**src/rtl/fifo_trig_pkg.sv**
```systemverilog
package fifo_trig_pkg;

  localparam int unsigned BYTE_W = 8;

  typedef enum logic [2:0] {
    FRAC_EIGHTH   = 3'd0,
    FRAC_QUARTER  = 3'd1,
    FRAC_HALF     = 3'd2,
    FRAC_3QUARTER = 3'd3,
    FRAC_7EIGHTH  = 3'd4
  } frac_sel_e;

  // Entries for a threshold fraction; codes above 4 use the 7/8 point.
  function automatic int unsigned frac_entries(input logic [2:0] sel,
                                               input int unsigned depth);
    case (sel)
      FRAC_EIGHTH:   frac_entries = depth / 8;
      FRAC_QUARTER:  frac_entries = depth / 4;
      FRAC_HALF:     frac_entries = depth / 2;
      FRAC_3QUARTER: frac_entries = (depth * 3) / 4;
      default:       frac_entries = (depth * 7) / 8;
    endcase
  endfunction

endpackage

```
**src/rtl/fifo_ram.sv**
```systemverilog
module fifo_ram #(
  parameter int unsigned DW    = 8,
  parameter int unsigned DEPTH = 16,
  localparam int unsigned AW   = $clog2(DEPTH)
) (
  input  logic          clk,
  input  logic          we,
  input  logic [AW-1:0] waddr,
  input  logic [DW-1:0] wdata,
  input  logic          re,
  input  logic [AW-1:0] raddr,
  output logic [DW-1:0] rdata
);

  logic [DW-1:0] mem [DEPTH];

  always_ff @(posedge clk) begin
    if (we) mem[waddr] <= wdata;
  end

  always_ff @(posedge clk) begin
    if (re) rdata <= mem[raddr];
  end

endmodule

```
**src/rtl/fifo_ctrl.sv**
```systemverilog
module fifo_ctrl #(
  parameter int unsigned DEPTH = 16,
  localparam int unsigned AW   = $clog2(DEPTH),
  localparam int unsigned LW   = AW + 1
) (
  input  logic          clk,
  input  logic          rst,
  input  logic          fifo_en,
  input  logic          push,
  input  logic          pop,
  output logic          wr_en,
  output logic [AW-1:0] wr_addr,
  output logic          rd_en,
  output logic [AW-1:0] rd_addr,
  output logic [LW-1:0] level_next,
  output logic [LW-1:0] level,
  output logic          full,
  output logic          empty,
  output logic          overflow,
  output logic          underflow
);

  localparam logic [LW-1:0] CAP_QUEUE = LW'(DEPTH);
  localparam logic [LW-1:0] CAP_HOLD  = LW'(1);

  logic [AW-1:0] wp_q, rp_q;
  logic [LW-1:0] cap;
  logic          push_ok, pop_ok;

  assign cap     = fifo_en ? CAP_QUEUE : CAP_HOLD;
  assign push_ok = push && !full;
  assign pop_ok  = pop && !empty;

  assign wr_en   = push_ok;
  assign wr_addr = wp_q;
  assign rd_en   = pop_ok;
  assign rd_addr = rp_q;

  always_comb begin
    level_next = level + {{(LW-1){1'b0}}, push_ok} - {{(LW-1){1'b0}}, pop_ok};
  end

  always_ff @(posedge clk) begin
    if (rst) begin
      wp_q      <= '0;
      rp_q      <= '0;
      level     <= '0;
      full      <= 1'b0;
      empty     <= 1'b1;
      overflow  <= 1'b0;
      underflow <= 1'b0;
    end else begin
      if (push_ok) wp_q <= wp_q + 1'b1;
      if (pop_ok)  rp_q <= rp_q + 1'b1;
      level <= level_next;
      full  <= (level_next >= cap);
      empty <= (level_next == '0);
      if (push && full) overflow  <= 1'b1;
      if (pop && empty) underflow <= 1'b1;
    end
  end

  p_both_hold_r3: assert property (@(posedge clk) disable iff (rst)
    (push && pop && !full && !empty) |=> $stable(level));

  p_flags_excl_r3: assert property (@(posedge clk) disable iff (rst)
    !(full && empty));

  p_level_bound_r3: assert property (@(posedge clk) disable iff (rst)
    level <= CAP_QUEUE);

  p_no_overflow_r4: assert property (@(posedge clk) disable iff (rst)
    (push && full && !pop) |=> ($stable(level) && $stable(wp_q)));

  p_ovf_sticky_r4: assert property (@(posedge clk) disable iff (rst)
    overflow |=> overflow);

  p_no_underflow_r5: assert property (@(posedge clk) disable iff (rst)
    (pop && empty && !push) |=> ($stable(level) && $stable(rp_q)));

  p_udf_sticky_r5: assert property (@(posedge clk) disable iff (rst)
    underflow |=> underflow);

  p_hold_full_r9: assert property (@(posedge clk) disable iff (rst)
    (!fifo_en && push && empty) |=> full);

  p_full_both_r10: assert property (@(posedge clk) disable iff (rst)
    (push && pop && full) |=> (level == $past(level) - 1'b1));

  p_empty_both_r10: assert property (@(posedge clk) disable iff (rst)
    (push && pop && empty) |=> (level == LW'(1) && !empty));

endmodule

```
**src/rtl/fifo_trig.sv**
```systemverilog
module fifo_trig
  import fifo_trig_pkg::*;
#(
  parameter int unsigned DEPTH   = 16,
  parameter bit          TX_MODE = 1'b0,
  localparam int unsigned LW     = $clog2(DEPTH) + 1
) (
  input  logic          clk,
  input  logic          rst,
  input  logic          fifo_en,
  input  logic [2:0]    trig_sel,
  input  logic [LW-1:0] level_next,
  input  logic [LW-1:0] level,
  output logic          irq
);

  logic [LW-1:0] thr;
  logic          hit;

  assign thr = fifo_en ? LW'(frac_entries(trig_sel, DEPTH)) : LW'(1);

  generate
    if (TX_MODE) begin : g_drain
      assign hit = (level_next <= thr);
    end else begin : g_fill
      assign hit = (level_next >= thr);
    end
  endgenerate

  always_ff @(posedge clk) begin
    if (rst) irq <= TX_MODE;
    else     irq <= hit;
  end

  generate
    if (TX_MODE) begin : g_chk_tx
      p_irq_tx_empty_r8: assert property (@(posedge clk) disable iff (rst)
        (level == '0) |-> irq);
      p_irq_tx_full_r8: assert property (@(posedge clk) disable iff (rst)
        (level == LW'(DEPTH)) |-> !irq);
    end else begin : g_chk_rx
      p_irq_rx_empty_r7: assert property (@(posedge clk) disable iff (rst)
        irq |-> (level != '0));
      p_irq_rx_full_r7: assert property (@(posedge clk) disable iff (rst)
        (level == LW'(DEPTH)) |-> irq);
    end
  endgenerate

endmodule

```
**src/rtl/byte_fifo_trig.sv**
```systemverilog
module byte_fifo_trig
  import fifo_trig_pkg::*;
#(
  parameter int unsigned DEPTH   = 16,
  parameter int unsigned DW      = BYTE_W,
  parameter bit          TX_MODE = 1'b0,
  localparam int unsigned AW     = $clog2(DEPTH),
  localparam int unsigned LW     = AW + 1
) (
  input  logic          clk,
  input  logic          rst,
  input  logic          fifo_en,
  input  logic [2:0]    trig_sel,
  input  logic          push,
  input  logic [DW-1:0] push_data,
  output logic          full,
  input  logic          pop,
  output logic [DW-1:0] pop_data,
  output logic          empty,
  output logic [LW-1:0] level,
  output logic          irq,
  output logic          overflow,
  output logic          underflow
);

  logic          wr_en, rd_en;
  logic [AW-1:0] wr_addr, rd_addr;
  logic [LW-1:0] level_next;

  fifo_ctrl #(.DEPTH(DEPTH)) u_ctrl (
    .clk        (clk),
    .rst        (rst),
    .fifo_en    (fifo_en),
    .push       (push),
    .pop        (pop),
    .wr_en      (wr_en),
    .wr_addr    (wr_addr),
    .rd_en      (rd_en),
    .rd_addr    (rd_addr),
    .level_next (level_next),
    .level      (level),
    .full       (full),
    .empty      (empty),
    .overflow   (overflow),
    .underflow  (underflow)
  );

  fifo_ram #(.DW(DW), .DEPTH(DEPTH)) u_ram (
    .clk   (clk),
    .we    (wr_en),
    .waddr (wr_addr),
    .wdata (push_data),
    .re    (rd_en),
    .raddr (rd_addr),
    .rdata (pop_data)
  );

  fifo_trig #(.DEPTH(DEPTH), .TX_MODE(TX_MODE)) u_trig (
    .clk        (clk),
    .rst        (rst),
    .fifo_en    (fifo_en),
    .trig_sel   (trig_sel),
    .level_next (level_next),
    .level      (level),
    .irq        (irq)
  );

  p_pop_stable_r2: assert property (@(posedge clk) disable iff (rst)
    !(pop && !empty) |=> $stable(pop_data));

endmodule

```
**config.mk**
```make
export PLATFORM = sky130hd
export DESIGN_NAME = byte_fifo_trig
export DESIGN_NICKNAME = d
export VERILOG_FILES = /design/src/rtl/fifo_trig_pkg.sv /design/src/rtl/fifo_ram.sv /design/src/rtl/fifo_ctrl.sv /design/src/rtl/fifo_trig.sv /design/src/rtl/byte_fifo_trig.sv
export SDC_FILE = /design/constraint.sdc
export NUM_CORES = 1
export LEC_CHECK = 0
export ABC_AREA = 1
export BUFFER_PORTS_ARGS = -buffer_cell sky130_fd_sc_hd__buf_2
export CAP_MARGIN = 20
export CORE_MARGIN = 2
export CORE_UTILIZATION = 59
export DETAILED_ROUTE_END_ITERATION = 8
export PLACE_DENSITY = 0.89
export REMOVE_ABC_BUFFERS = 1
export SLEW_MARGIN = 15
export SYNTH_ARGS = -nofsm -noshare
export SYNTH_HDL_FRONTEND = slang
export SYNTH_SLANG_ARGS = --single-unit
```
**constraint.sdc**
```tcl
create_clock -name clk -period 3.6 [get_ports clk]
set_clock_uncertainty 0.1 [all_clocks]
set_input_delay 0.36 -clock clk [delete_from_list [all_inputs] [get_ports clk]]
set_output_delay 0.36 -clock clk [all_outputs]
set_load 0.05 [all_outputs]
```
# Word-level counts from Yosys, hierarchy flattened
# Memories as Yosys holds them, arrays and structs flattened. A register that Yosys moved wholly into a read port is not among the register bits.
# Cells that the tools add are included.
[word_totals] word_cells=31 mem_bits_rw=128 output_inout_bits=18 mem_count=1 rom_bits=0 ff_bits=18 latchBits=0
[memory_table] memory="u_ram.mem" words=16 width=8 read_ports=1 rd_ports_with_merged_regs=1 write_ports=1 line="fifo_ram.sv:15" source="logic [DW-1:0] mem [DEPTH];"
[classes] multipliers=0 eq_ne=3 div=0 addsub=4 n_lt_le_gt_ge=2 n_mux=5 shifts=0 bitwise_logic=0 n_reduce_logical=8
[op_table] operator="$pmux W4 S4" n=1
[op_table] operator="$ge A5 B5 Y1" n=2
[op_table] operator="$add A4 B1 Y4 const B" n=2
[op_table] operator="$eq A3 B2 Y1 const B" n=2
[op_table] operator="$add A5 B1 Y5" n=1
[op_table] operator="$logic_not A5 Y1" n=1
[op_table] operator="$mux W5" n=1
[op_table] operator="$sub A5 B1 Y5" n=1
[op_table] operator="$logic_and A1 B1 Y1" n=4
[op_table] operator="$mux W4" n=1
[op_table] operator="$eq A3 B1 Y1 const B" n=1
[op_table] operator="$logic_not A3 Y1" n=1
[op_table] operator="$logic_not A1 Y1" n=2
[op_table] operator="$mux W1" n=2

# Logic depth before layout (Yosys ltp)
[depth] ltp_word=5 ltp_mapped=16

# Hierarchy
# Synthesis repeated with hierarchy kept, for this count alone.
[hier_totals] cells_unflattened=702 hier_area_um2=6934.2
[by_module_without_submodules] module="fifo_ram" cells_each=551 seq_area_each_um2=4083.9 n_inst=1 area_per_inst_um2=5846.9
[by_module_without_submodules] module="fifo_ctrl" cells_each=126 seq_area_each_um2=340.3 n_inst=1 area_per_inst_um2=935.9
[by_module_without_submodules] module="fifo_trig" cells_each=25 seq_area_each_um2=20.0 n_inst=1 area_per_inst_um2=151.4

# Worst setup path after synthesis
# OpenSTA, ideal clock, no wires.
[synth_timing] path_type="reg-to-reg" start="register u_ctrl.empty" end="register u_trig.irq" setup_time_ns=0.132 path_slack_ns=0.897 path_stages_with_launch=13 t_required_ns=3.368 arrival_time_ns=2.470 synth_period_minus_slack_ns=2.703 path_cell_list="dfxtp_1 nor2_2 ha_1 inv_1 ha_1 fa_1 ha_1 nand2_1 nand2_1 nand2_1 nand2_1 nand2_1 a21oi_1"
[synth_via] elab_chain_len=4
[synth_lines] element="start: declaration" line="fifo_ctrl.sv:18" source="output logic empty,"
[synth_lines] element="start signal: assignment" line="fifo_ctrl.sv:57" source="empty <= (level_next == '0);"
[synth_lines] element="$logic_not A1 Y1" line="fifo_ctrl.sv:32" source="assign pop_ok = pop && !empty;"
[synth_lines] element="$logic_and A1 B1 Y1" line="fifo_ctrl.sv:32"
[synth_lines] element="named net rd_en" line="byte_fifo_trig.sv:26" source="logic wr_en, rd_en;"
[synth_lines] element="$sub A5 B1 Y5" line="fifo_ctrl.sv:40" source="level_next = level + {{(LW-1){1'b0}}, push_ok} - {{(LW-1){1'b0}}, pop_ok};"
[synth_lines] element="named net level_next[1]" line="byte_fifo_trig.sv:28" source="logic [LW-1:0] level_next;"
[synth_lines] element="$ge A5 B5 Y1" line="fifo_trig.sv:26" source="assign hit = (level_next >= thr);"
[synth_lines] element="end signal: assignment" line="fifo_trig.sv:32" source="else irq <= hit;"
[synth_lines] element="end: declaration" line="fifo_trig.sv:14" source="output logic irq"
# The timed path passes the listed nets, and every way through them passes these cells.
# A chain may end at the register's enable or synchronous reset.

# Worst setup path in the final report
[layout_timing] start="input port pop" end="register u_ctrl.full"
[layout_via] elab_chain_len=3
[layout_lines] element="start: declaration" line="byte_fifo_trig.sv:17" source="input logic pop,"
[layout_lines] element="$logic_and A1 B1 Y1" line="fifo_ctrl.sv:32"
[layout_lines] element="named net rd_en" line="byte_fifo_trig.sv:26"
[layout_lines] element="$sub A5 B1 Y5" line="fifo_ctrl.sv:40"
[layout_lines] element="named net level_next[4]" line="byte_fifo_trig.sv:28"
[layout_lines] element="$ge A5 B5 Y1" line="fifo_ctrl.sv:56" source="full <= (level_next >= cap);"
[layout_lines] element="end signal: assignment" line="fifo_ctrl.sv:56"
[layout_lines] element="end: declaration" line="fifo_ctrl.sv:17" source="output logic full,"
# The timed path passes the listed nets, and every way through them passes these cells.

==> results by stage <==
Route:
- The residual antenna-violating net count after detailed routing is 0.
- The routed wirelength normalized by instance count is 19.8 um.
- The DRC violation count after routing is 0.
- The final route contains around 4500 vias.
- The sum of routed wire length over all layers is 14.8 mm.
- For this block, the initial DRC count from the detailed router was 716.
- The total iterations of the first detailed-routing run is 6.
- The via density per instance is 6.10.

Synthesis:
- Yosys printed 0 warnings.
- The register area share after synthesis is 68.5%.
- Summing every instance area after synthesis gives 0.00649 sq mm.
- Sorting the synthesized cells by area gives the leading types as sky130_fd_sc_hd__edfxtp_1 63%, sky130_fd_sc_hd__nor2_1 6.6%, sky130_fd_sc_hd__dfxtp_1 5.6%, sky130_fd_sc_hd__o21ai_0 3.3%, sky130_fd_sc_hd__nand3_1 3.1%.
- Each instance of the synthesized netlist takes up on average 11.6 sq um.
- The share of Yosys cell area claimed by the top area cell type is 62.9%.
- The synthesized design contains 154 register bits.
- The synthesized netlist contains 26 unique library cells.
- The synthesized instance count is about 560.
- The largest total area in the synthesized netlist belongs to sky130_fd_sc_hd__edfxtp_1.

Place:
- The number of buffers inserted by port buffering is 33.
- The post-detailed-placement half-perimeter wirelength is 8.83 mm.
- The final estimated routing congestion in global placement is 0.845.
- After detailed placement, the design holds a cell count of 711.

Setup path:
- STA classifies the critical path startpoint as an input pin.
- The data arrival time of the worst path is 3.09 ns.
- The endpoint of the worst register-to-register path is u_ctrl.full$_SDFF_PP0_.
- The worst setup path is captured at a register.
- Following the worst setup path forward leads to its endpoint at u_ctrl.full$_SDFF_PP0_.
- The setup check on the worst reg-to-reg path leaves a slack of ~1.0 ns.
- The required arrival time at the worst endpoint is 3.96 ns.
- The critical path is of the input pin to register type.
- The depth of the worst register-to-register path is 13.
- The largest fanout of any net on the critical path is 13.
- The launching point of the worst reg2reg path is u_ctrl.empty$_SDFF_PP1_.
- The critical path starts at pop.

CTS:
- The number of buffers inserted during clock tree synthesis is 17.
- The number of gates resized after CTS was 0.
- The post-CTS setup buffer count is 0.
- The H-tree depth is 4.
- The clock transition at the register clock pins on the worst setup and hold paths after CTS is 0.06 ns.
- For the worst-skew pair, the clock arrives at the later sink with an insertion delay of 0.54 ns.
- CTS saw between 150 and 200 sinks.
- The maximum clock insertion buffer count is 2.
- The root buffer cell is sky130_fd_sc_hd__clkbuf_8.
- TritonCTS built the clock tree.

STA:
- After layout, the worst path uses between 70% and 80% of the clock period.
- Setup repair after global routing left no endpoint under its margin.
- In this run the tightest slew margin relative to its limit is 27.9%.
- The final number of max-transition violations was 0.
- The hold violation total from the final report is 0.
- The number of setup violations in the final report is 0.
- The minimum clock period after layout is 2.73 ns.
- The setup TNS is 0 ns.
- The measured slew at the worst slew-check pin is 1.08 ns.
- The top achievable clock speed is 367 MHz.

Power and ir drop:
- The reported leakage power is 0.00266 uW.
- Power comes to 5220 uW.
- Across the VDD grid, the largest voltage drop is 628 uV.
- For this design the ratio of total power to cell area is 715 mW/mm^2.

Global route:
- The via count of the first global-routing pass is between 4000 and 5000.
- The total congestion overflow is 0.
- The first global-routing pass estimated 22.5 mm of wire.
- The maximum number of pins on one net before global-route repair is between 70 and 80.
- The number of antenna violations at the first check in global routing is 0.
- The total global routing track utilization is 26.6%.

Finish:
- The number of inserted diodes is 0.
- Cells fill slightly below 70% of the core in the end.
- The layout has between 700 and 800 filler cells.
- In the final layout, flip-flops and latches occupy 0.00445 sq mm.
- From synthesis to final layout, the design area changed by 12.3%.
- Once layout is complete, the cells apart from fillers number 745.
- The post-route netlist has 13.6% of its cells at a drive strength greater than 1.
- The number of nets at the end of the flow is 624.
- The multi-input combinational cells in the finished layout cover a total of 0.00170 sq mm.

Floorplan:
- The floorplan step set the die width to about 110 um.
- In this run the vertical extent of the chip is 109 um.
- The core region is 0.0108 sq mm.
- 34 I/O pins were placed.
- The initial standard-cell utilization of the core is 60.2%.
- The area of the die is 0.0119 sq mm.
- The row count is 38.

Min path:
- The worst hold path class is input pin to register.

Flow run:
- Max-cap violations in this run came to 0.

Status:
- The run finished with clean final reports.
[timing repair]
item	in CTS	in global routing
hold buffers	2	0
endpoints found under the hold margin	2	0
endpoints found under the setup margin	0	0
[cells by family (layout without fill, tap and decap cells)]
| logic type | Yosys count | in the layout | share of synthesized area [%] |
|---|---|---|---|
| and+or+nand+nor | 215 | 215 | 13.9 |
| DFF | 154 | 154 | 68.5 |
| AOI/OAI and AO/OA | 110 | 110 | 9.10 |
| buffers and inverters | 66 | 110 | 5.40 |
| adders and majority gates | 16 | 16 | 3.20 |
[per-layer routing]
layer  part of all wire, %  global-route usage, %
met5                     0                      0
met4                   3.2                   12.6
met3                   9.3                   7.05
met2                    51                   44.5
met1                    37                   32.1
[worst min-delay path by stage]
stage                                             start                       endpoint  slack, ns  cells past startpoint
after floorplan                                     rst         u_ctrl.full$_SDFF_PP0_       0.33                      1
after global placement    u_ctrl.underflow$_SDFFE_PP0P_  u_ctrl.underflow$_SDFFE_PP0P_       0.36                      2
after detailed placement   u_ctrl.overflow$_SDFFE_PP0P_   u_ctrl.overflow$_SDFFE_PP0P_       0.36                      2
after CTS                                           rst   u_ctrl.overflow$_SDFFE_PP0P_       0.04                      2
after global routing                                rst  u_ctrl.underflow$_SDFFE_PP0P_       0.06                      2
final                                               rst     u_ctrl.level[0]$_SDFF_PP0_       0.07                      2
[synthesized netlist by cell type]
cell type / number
sky130_fd_sc_hd__nand3_1: 40
sky130_fd_sc_hd__nand2_1: 44
sky130_fd_sc_hd__nor2_1: 115
sky130_fd_sc_hd__o211ai_1: 16
sky130_fd_sc_hd__inv_4: 1
sky130_fd_sc_hd__clkinv_1: 1
sky130_fd_sc_hd__buf_8: 1
sky130_fd_sc_hd__edfxtp_1: 136
sky130_fd_sc_hd__o21ai_1: 27
sky130_fd_sc_hd__clkbuf_2: 2
sky130_fd_sc_hd__nor3_1: 2
sky130_fd_sc_hd__fa_1: 1
sky130_fd_sc_hd__clkbuf_1: 3
sky130_fd_sc_hd__nor4_1: 2
sky130_fd_sc_hd__buf_6: 7
sky130_fd_sc_hd__nand2_2: 1
sky130_fd_sc_hd__inv_2: 2
sky130_fd_sc_hd__buf_2: 6
sky130_fd_sc_hd__ha_1: 15
sky130_fd_sc_hd__buf_4: 7
sky130_fd_sc_hd__o21ai_0: 43
sky130_fd_sc_hd__a21oi_1: 24
sky130_fd_sc_hd__nor2_2: 10
sky130_fd_sc_hd__inv_1: 36
sky130_fd_sc_hd__dfxtp_1: 18
sky130_fd_sc_hd__nor2_4: 1
[cell type report]
class                           count  area share [%]
Multi-Input combinational cell    341            23.3
Timing Repair Buffer               38            2.85
Clock inverter                      7            1.01
Clock buffer                       25            7.38
Tap cell                          140            2.40
Inverter                           40            2.09
Sequential cell                   154            61.0
[sequential cells by signal, indices dropped and copies added (netlist names)]
register	cells
u_ram.rdata	8
u_ctrl.full	1
u_ctrl.overflow	1
u_ctrl.empty	1
u_ctrl.wr_addr	4
u_trig.irq	1
u_ctrl.level	5
u_ctrl.rd_addr	4
u_ctrl.underflow	1
u_ram.mem	128
[cell usage in the layout (no fill, tap or decap), types with 4 or more instances in the layout]
| master | instances |
|---|---|
| sky130_fd_sc_hd__o21ai_1 | 27 |
| sky130_fd_sc_hd__dfxtp_1 | 17 |
| sky130_fd_sc_hd__clkbuf_16 | 19 |
| sky130_fd_sc_hd__edfxtp_1 | 136 |
| sky130_fd_sc_hd__clkbuf_8 | 4 |
| sky130_fd_sc_hd__nor2_2 | 10 |
| sky130_fd_sc_hd__buf_2 | 33 |
| sky130_fd_sc_hd__o21ai_0 | 43 |
| sky130_fd_sc_hd__a21oi_1 | 24 |
| sky130_fd_sc_hd__nand2_1 | 44 |
| sky130_fd_sc_hd__nor2_1 | 115 |
| sky130_fd_sc_hd__ha_1 | 15 |
| sky130_fd_sc_hd__nand3_1 | 40 |
| sky130_fd_sc_hd__o211ai_1 | 16 |
| sky130_fd_sc_hd__inv_1 | 36 |
[through the flow]
step	cell area [sq um]	worst slack (ns)	hold slack, ns
after global placement	6660	1.01	0.356
after global routing	7290	0.674	0.0595
after detailed placement	6660	0.933	0.363
after CTS	7290	0.947	0.0446
after floorplan	6290	0.591	0.329
final	7290	0.872	0.0672
[report_power, final]
group / switching (uW) / total (uW) / internal (uW)
Clock: 682 / 1780 / 1100
Combinational: 925 / 1300 / 372
Sequential: 64.1 / 2140 / 2070
[critical path, stage by stage]
cell,delay (ns)
sky130_fd_sc_hd__dlygate4sd3_1,0.54
sky130_fd_sc_hd__buf_2,0.13
sky130_fd_sc_hd__inv_1,0.06
sky130_fd_sc_hd__nor2_2,0.03
sky130_fd_sc_hd__buf_4,0.19
sky130_fd_sc_hd__ha_1,0.29
sky130_fd_sc_hd__inv_1,0.04
sky130_fd_sc_hd__ha_1,0.21
sky130_fd_sc_hd__fa_1,0.42
sky130_fd_sc_hd__nand3_1,0.11
sky130_fd_sc_hd__nand2_1,0.06
sky130_fd_sc_hd__nand2_1,0.08
sky130_fd_sc_hd__nand2_1,0.10
sky130_fd_sc_hd__ha_1,0.29
sky130_fd_sc_hd__nand2_1,0.05
sky130_fd_sc_hd__a21oi_1,0.13
No activity file was read; power rests on OpenSTA's default activity.
